<file path="config.mk">
export PLATFORM = sky130hd
export DESIGN_NAME = fiper_gen
export DESIGN_NICKNAME = d
export VERILOG_FILES = /design/src/rtl/fiper_pkg.sv /design/src/rtl/fiper_regs.sv /design/src/rtl/fiper_chan.sv /design/src/rtl/fiper_events.sv /design/src/rtl/fiper_gen.sv
export SDC_FILE = /design/constraint.sdc
export NUM_CORES = 1
export LEC_CHECK = 0
export BUFFER_PORTS_ARGS = -buffer_cell sky130_fd_sc_hd__buf_2
export CORE_UTILIZATION = 50
export DETAILED_ROUTE_END_ITERATION = 12
export PLACE_DENSITY = 0.69
export SYNTH_ARGS = -nofsm -noshare
export SYNTH_HDL_FRONTEND = slang
export SYNTH_SLANG_ARGS = --single-unit
</file>
<file path="constraint.sdc">
create_clock -name clk -period 2.25 [get_ports clk]
set_clock_uncertainty 0.1 [all_clocks]
set_input_delay 0.225 -clock clk [delete_from_list [all_inputs] [get_ports clk]]
set_output_delay 0.225 -clock clk [all_outputs]
set_load 0.1 [all_outputs]
</file>
<file path="src/rtl/fiper_pkg.sv">
package fiper_pkg;

    localparam int unsigned ADDR_PRSC = 0;
    localparam int unsigned ADDR_CLR  = 1;
    localparam int unsigned ADDR_IVL0 = 2;

    typedef enum logic [1:0] {
        REG_PRSC = 2'd0,
        REG_CLR  = 2'd1,
        REG_IVL  = 2'd2,
        REG_NONE = 2'd3
    } reg_kind_t;

    // Sort a write address into the register it targets.
    function automatic reg_kind_t classify(input int unsigned addr, input int unsigned nch);
        if (addr == ADDR_PRSC)                              return REG_PRSC;
        else if (addr == ADDR_CLR)                          return REG_CLR;
        else if (addr >= ADDR_IVL0 && addr < ADDR_IVL0 + nch) return REG_IVL;
        else                                                return REG_NONE;
    endfunction

endpackage

</file>
<file path="src/rtl/fiper_regs.sv">
module fiper_regs
    import fiper_pkg::*;
#(
    parameter int unsigned NCH      = 3,
    parameter int unsigned CNT_W    = 32,
    parameter int unsigned PSC_W    = 16,
    parameter int unsigned ADDR_W   = 4,
    parameter logic [31:0] RST_IVL  = 32'h3B9AC9F6,
    parameter logic [15:0] RST_PRSC = 16'd100
) (
    input  logic                        clk,
    input  logic                        rst,
    input  logic                        wr_en_i,
    input  logic [ADDR_W-1:0]           wr_addr_i,
    input  logic [CNT_W-1:0]            wr_data_i,
    output logic [PSC_W-1:0]            prsc_o,
    output logic [NCH-1:0][CNT_W-1:0]   ivl_o,
    output logic [NCH-1:0]              ivl_we_o,
    output logic [NCH-1:0]              clr_o
);

    reg_kind_t kind;

    always_comb begin
        kind = classify(int'(unsigned'(wr_addr_i)), NCH);
    end

    always_ff @(posedge clk) begin
        if (rst) begin
            prsc_o <= PSC_W'(RST_PRSC);
        end else if (wr_en_i && kind == REG_PRSC) begin
            prsc_o <= wr_data_i[PSC_W-1:0];
        end
    end

    always_comb begin
        clr_o = '0;
        if (wr_en_i && kind == REG_CLR) begin
            clr_o = wr_data_i[NCH-1:0];
        end
    end

    for (genvar k = 0; k < NCH; k++) begin : g_ivl
        assign ivl_we_o[k] = wr_en_i && (wr_addr_i == ADDR_W'(ADDR_IVL0 + k));

        always_ff @(posedge clk) begin
            if (rst) begin
                ivl_o[k] <= CNT_W'(RST_IVL);
            end else if (ivl_we_o[k]) begin
                ivl_o[k] <= wr_data_i;
            end
        end
    end

endmodule

</file>
<file path="src/rtl/fiper_chan.sv">
module fiper_chan #(
    parameter int unsigned CNT_W = 32,
    parameter int unsigned PER_W = 8,
    parameter int unsigned PSC_W = 16
) (
    input  logic             clk,
    input  logic             rst,
    input  logic             tick_i,
    input  logic [PER_W-1:0] period_i,
    input  logic [CNT_W-1:0] ivl_i,
    input  logic             restart_i,
    input  logic [PSC_W-1:0] width_i,
    output logic             fire_o,
    output logic             pulse_o
);

    logic [CNT_W-1:0] cnt_q;
    logic [PSC_W-1:0] wid_q;
    logic             due;

    // Elapsed count plus this advance reaches interval plus one period.
    assign due    = (cnt_q >= ivl_i);
    assign fire_o = tick_i && !restart_i && due;

    always_ff @(posedge clk) begin
        if (rst) begin
            cnt_q <= '0;
        end else if (restart_i) begin
            cnt_q <= '0;
        end else if (tick_i) begin
            if (due) cnt_q <= '0;
            else     cnt_q <= cnt_q + CNT_W'(period_i);
        end
    end

    always_ff @(posedge clk) begin
        if (rst) begin
            wid_q <= '0;
        end else if (fire_o) begin
            wid_q <= width_i;
        end else if (tick_i && wid_q != '0) begin
            wid_q <= wid_q - PSC_W'(1);
        end
    end

    assign pulse_o = (wid_q != '0);

endmodule

</file>
<file path="src/rtl/fiper_events.sv">
module fiper_events #(
    parameter int unsigned NCH = 3
) (
    input  logic           clk,
    input  logic           rst,
    input  logic [NCH-1:0] set_i,
    input  logic [NCH-1:0] clr_i,
    output logic [NCH-1:0] evt_o
);

    always_ff @(posedge clk) begin
        if (rst) evt_o <= '0;
        else     evt_o <= (evt_o & ~clr_i) | set_i;
    end

endmodule

</file>
<file path="src/rtl/fiper_gen.sv">
module fiper_gen
    import fiper_pkg::*;
#(
    parameter int unsigned NCH      = 3,
    parameter int unsigned CNT_W    = 32,
    parameter int unsigned PER_W    = 8,
    parameter int unsigned PSC_W    = 16,
    parameter int unsigned ADDR_W   = 4,
    parameter logic [31:0] RST_IVL  = 32'h3B9AC9F6,
    parameter logic [15:0] RST_PRSC = 16'd100
) (
    input  logic              clk,
    input  logic              rst,
    input  logic              tick_i,
    input  logic [PER_W-1:0]  period_i,
    input  logic              wr_en_i,
    input  logic [ADDR_W-1:0] wr_addr_i,
    input  logic [CNT_W-1:0]  wr_data_i,
    output logic [NCH-1:0]    pulse_o,
    output logic [NCH-1:0]    evt_o
);

    logic [PSC_W-1:0]          prsc;
    logic [PSC_W-1:0]          width;
    logic [NCH-1:0][CNT_W-1:0] ivl;
    logic [NCH-1:0]            ivl_we;
    logic [NCH-1:0]            clr;
    logic [NCH-1:0]            fire;

    fiper_regs #(
        .NCH(NCH), .CNT_W(CNT_W), .PSC_W(PSC_W), .ADDR_W(ADDR_W),
        .RST_IVL(RST_IVL), .RST_PRSC(RST_PRSC)
    ) u_regs (
        .clk(clk), .rst(rst),
        .wr_en_i(wr_en_i), .wr_addr_i(wr_addr_i), .wr_data_i(wr_data_i),
        .prsc_o(prsc), .ivl_o(ivl), .ivl_we_o(ivl_we), .clr_o(clr)
    );

    // Prescaler of zero behaves as one output clock of one strobe.
    assign width = (prsc == '0) ? PSC_W'(1) : prsc;

    for (genvar k = 0; k < NCH; k++) begin : g_chan
        fiper_chan #(.CNT_W(CNT_W), .PER_W(PER_W), .PSC_W(PSC_W)) u_chan (
            .clk(clk), .rst(rst),
            .tick_i(tick_i), .period_i(period_i),
            .ivl_i(ivl[k]), .restart_i(ivl_we[k]), .width_i(width),
            .fire_o(fire[k]), .pulse_o(pulse_o[k])
        );
    end

    fiper_events #(.NCH(NCH)) u_evt (
        .clk(clk), .rst(rst), .set_i(fire), .clr_i(clr), .evt_o(evt_o)
    );

endmodule

</file>
==> reports/results.ini <==
[critical_path]
slowest_stage=fa_2
slowest_delay_ns=0.35
worstPathArrival_ns=2.91
endpoint_kind=flop
cp-start-kind=flop
path_max_fanout=5
worst-path-buf-inv=3
crit_chain=buf_6 > ha_4 > fa_2 > a21oi_2 > nor2b_2 > o31ai_2 > buf_4 > a2111o_1 > buf_6 > nor2_2 > xnor2_1 > nor2_1
cp_common_cell=buf_6
path_delay_family=compound AO/OA/AOI/OAI gates
cp.required_ns=2.59
crit_type=reg -> reg

[synthesis]
synthesis.nets=1924
synth_ff_type=dfxtp_1
synth_cell_types=70
synth_edf_count=0
synth_compound_area_frac=0.1287
yosysTopAreaCell=dfxtp_1
async_flop_share=0
synth-warning-count=0
synth_xor_area_frac=0.07143
synth_top_family_by_area=simple AND/OR/NAND/NOR gates
yosysMostFrequentCell=dfxtp_1
syn-cell-area_mm2=0.01435
synth_seq_cells=259
synth_top_area_share=0.3614
synth-simple-area-share=0.2471
ys_seq_area_frac=0.3614
syn-instance-count=1750
synthAdderAreaFrac=0.1115
ys_top_cells_by_area=dfxtp_1, ha_1, nand2_1
syn_avg_cell_area_um2=8.197
synth_top_cells_by_count=dfxtp_1, nand2_1, nor2_1
synthMuxAreaShare=0.02660

[power]
power_density_mw_per_mm2=790.9
leakagePower_nw=8.634
ir_worst_vdd_uv=654.3

[drt]
drt_first_pass_iters=5
routed_via_density=5.589
wirelength_um=43390
wl_per_cell_um=17.65
drcViolationCount=0
drtAntennaViolNets=0
drtIter0Drc=845
vias=13740

[global_routing]
grt_pass1_wl_um=64370
grt_pass1_vias=13010
grt-ovfl-total=0
grt_util_all_layers=0.2732
antenna_found_initial=1
grt_max_degree=67

[cts]
cts_buffer_depth=3
htreeDepth=1
cts.sinks=259
cts_root_buf=clkbuf_16
clk_pin_slew_worst_paths_ns=0.06
clock_latency_ns=0.55
numCtsBuffers=29
cts_tree=built

[timing]
setup_viol=146
maxSlewHeadroom=0.6095
fin_crit_sh=1.143
worst_slack_ns=-0.3225
final.min_clock_period_ns=2.573
hold_violations=0
max_freq_ghz=0.3887
tightest_slew_ns=0.5857
report.final.slew_viol_count=0
rsz0062_at_grt=true

[finish]
fin_cells=2458
num-nets-final=2230
syn_to_final_growth_pct=40.53
fillers=2016
drive_gt1_frac=0.3277
post-route-util=0.7197

[floorplan]
io_pins=54
rows=61
initial_core_util=0.5121
die_w_um=171.4
die_area_mm2=0.02937
core-area_mm2=0.02801
die_y_um=171.4

[placed_design]
dp_hpwl_um=27450
dp.cells=2306
portBuffers=53
gp_congestion=0.8769

[outcome]
status=finished with violations
violations=setup timing

[flow_run]
max_cap_viol_count=0

[worst_hold_path]
hold_path_class=in -> reg

per-layer routing:
metal,vias to the layer above,share of wire,global-route usage
li1,6628,-,-
met1,6592,0.44,0.3544
met2,407,0.48,0.4710
met3,110,0.046,0.02830
met4,0,0.038,0.09317
met5,-,0,0
through the flow:
| stage | power, W | worst slack, ns | area, um^2 | TNS, ns | hold WS (ns) |
|---|---|---|---|---|---|
| floorplan | 0.008624 | -0.06091 | 14420 | -3.178 | 0.2428 |
| global placement | 0.009699 | -0.5057 | 16550 | -34.21 | 0.3428 |
| detailed placement | 0.009816 | -0.5151 | 16550 | -43.08 | 0.3472 |
| CTS | 0.01532 | -0.2449 | 18810 | -22.86 | 0.05565 |
| global route | 0.01666 | -0.3855 | 20160 | -39.83 | 0.1070 |
| finish | 0.01594 | -0.3225 | 20160 | -28.33 | 0.08129 |
layout make-up:
| class | instances | area [um^2] | area share |
|---|---|---|---|
| clock inverter | 7 | 87.58 | 0.004345 |
| multi-input combinational | 1295 | 9916 | 0.4919 |
| timing repair buffer | 351 | 3078 | 0.1527 |
| tap | 378 | 473.0 | 0.02346 |
| clock buffer | 46 | 899.6 | 0.04463 |
| antenna | 2 | 5.005 | 0.0002483 |
| sequential | 259 | 5245 | 0.2602 |
| inverter | 120 | 455.4 | 0.02259 |
worst register-to-register path: stages, from the launching register on:
cell      delay, ns
dfxtp_2        0.32
buf_6          0.11
ha_4           0.15
fa_2           0.35
a21oi_2        0.14
nor2b_2        0.07
o31ai_2        0.28
buf_4          0.21
a2111o_1       0.33
buf_6          0.17
nor2_2         0.04
xnor2_1        0.14
nor2_1         0.06
sequential cells by signal, summed over array words and instances, names as in the netlist:
register and flops:
u_regs.prsc_o 16, u_regs.ivl_o 96, u_evt.evt_o 3, g_chan.u_chan.cnt_q 96
g_chan.u_chan.wid_q 48
logic make-up (layout without fill, tap and decap cells):
family          Yosys count  after routing
compound gates          285            285
xor+xnor                117            117
fa+ha+maj               126            126
buf+inv                 196            524
flops                   259            259
mux                      37             37
other cells               0              2
simple gates            730            730
where the power goes:
part	total (W)	internal (W)	switching [W]	leakage, nW
Combinational	0.00566	0.00274	0.00293	6.03
Sequential	0.00540	0.00501	0.000389	2.11
Clock	0.00488	0.00295	0.00193	0.488
cells in the final DEF, fill, tap and decap left out, types with 8 or more instances in the layout:
cell	instances
a211o_1	44
a211oi_2	17
a21o_1	17
a21oi_1	95
a21oi_2	28
and3_1	13
and4_1	9
buf_12	17
buf_2	49
buf_4	211
buf_6	30
clkbuf_16	36
clkbuf_8	11
dfxtp_1	215
dfxtp_2	42
dlygate4sd3_1	32
ha_1	89
ha_4	34
inv_1	103
inv_2	15
mux2i_1	28
nand2_1	240
nand2b_1	32
nand3_1	35
nand3_2	14
nand3b_1	27
nand4_1	32
nor2_1	131
nor2_2	31
nor2_4	24
nor2b_1	13
nor3_1	36
nor4_1	11
o21ai_0	14
o21ai_1	9
xnor2_1	60
xnor2_2	8
xor2_1	45
worst paths after layout:
check                                          from                                       to  slack (ns)  cells past startpoint
max          g_chan[1].u_chan.cnt_q[0]$_SDFFE_PP0P_  g_chan[1].u_chan.cnt_q[24]$_SDFFE_PP0P_       -0.32                     12
min                                     period_i[0]   g_chan[0].u_chan.cnt_q[0]$_SDFFE_PP0P_        0.08                      4
max reg2reg  g_chan[1].u_chan.cnt_q[0]$_SDFFE_PP0P_  g_chan[1].u_chan.cnt_q[24]$_SDFFE_PP0P_       -0.32                     12
min reg2reg           u_regs.ivl_o[86]$_SDFFE_PP0P_            u_regs.ivl_o[86]$_SDFFE_PP0P_        0.36                      2
repair_timing:
| item | in CTS | in global routing |
|---|---|---|
| endpoints found under the setup margin | 147 | 150 |
| gates resized for setup | 157 | 241 |
| hold endpoints to repair | 112 | 0 |
| buffers inserted | 32 | 28 |
| pin swaps | 57 | 122 |
| cloned | 4 | 9 |
| hold buffers | 32 | 0 |
(Power assumes the default switching activity.)
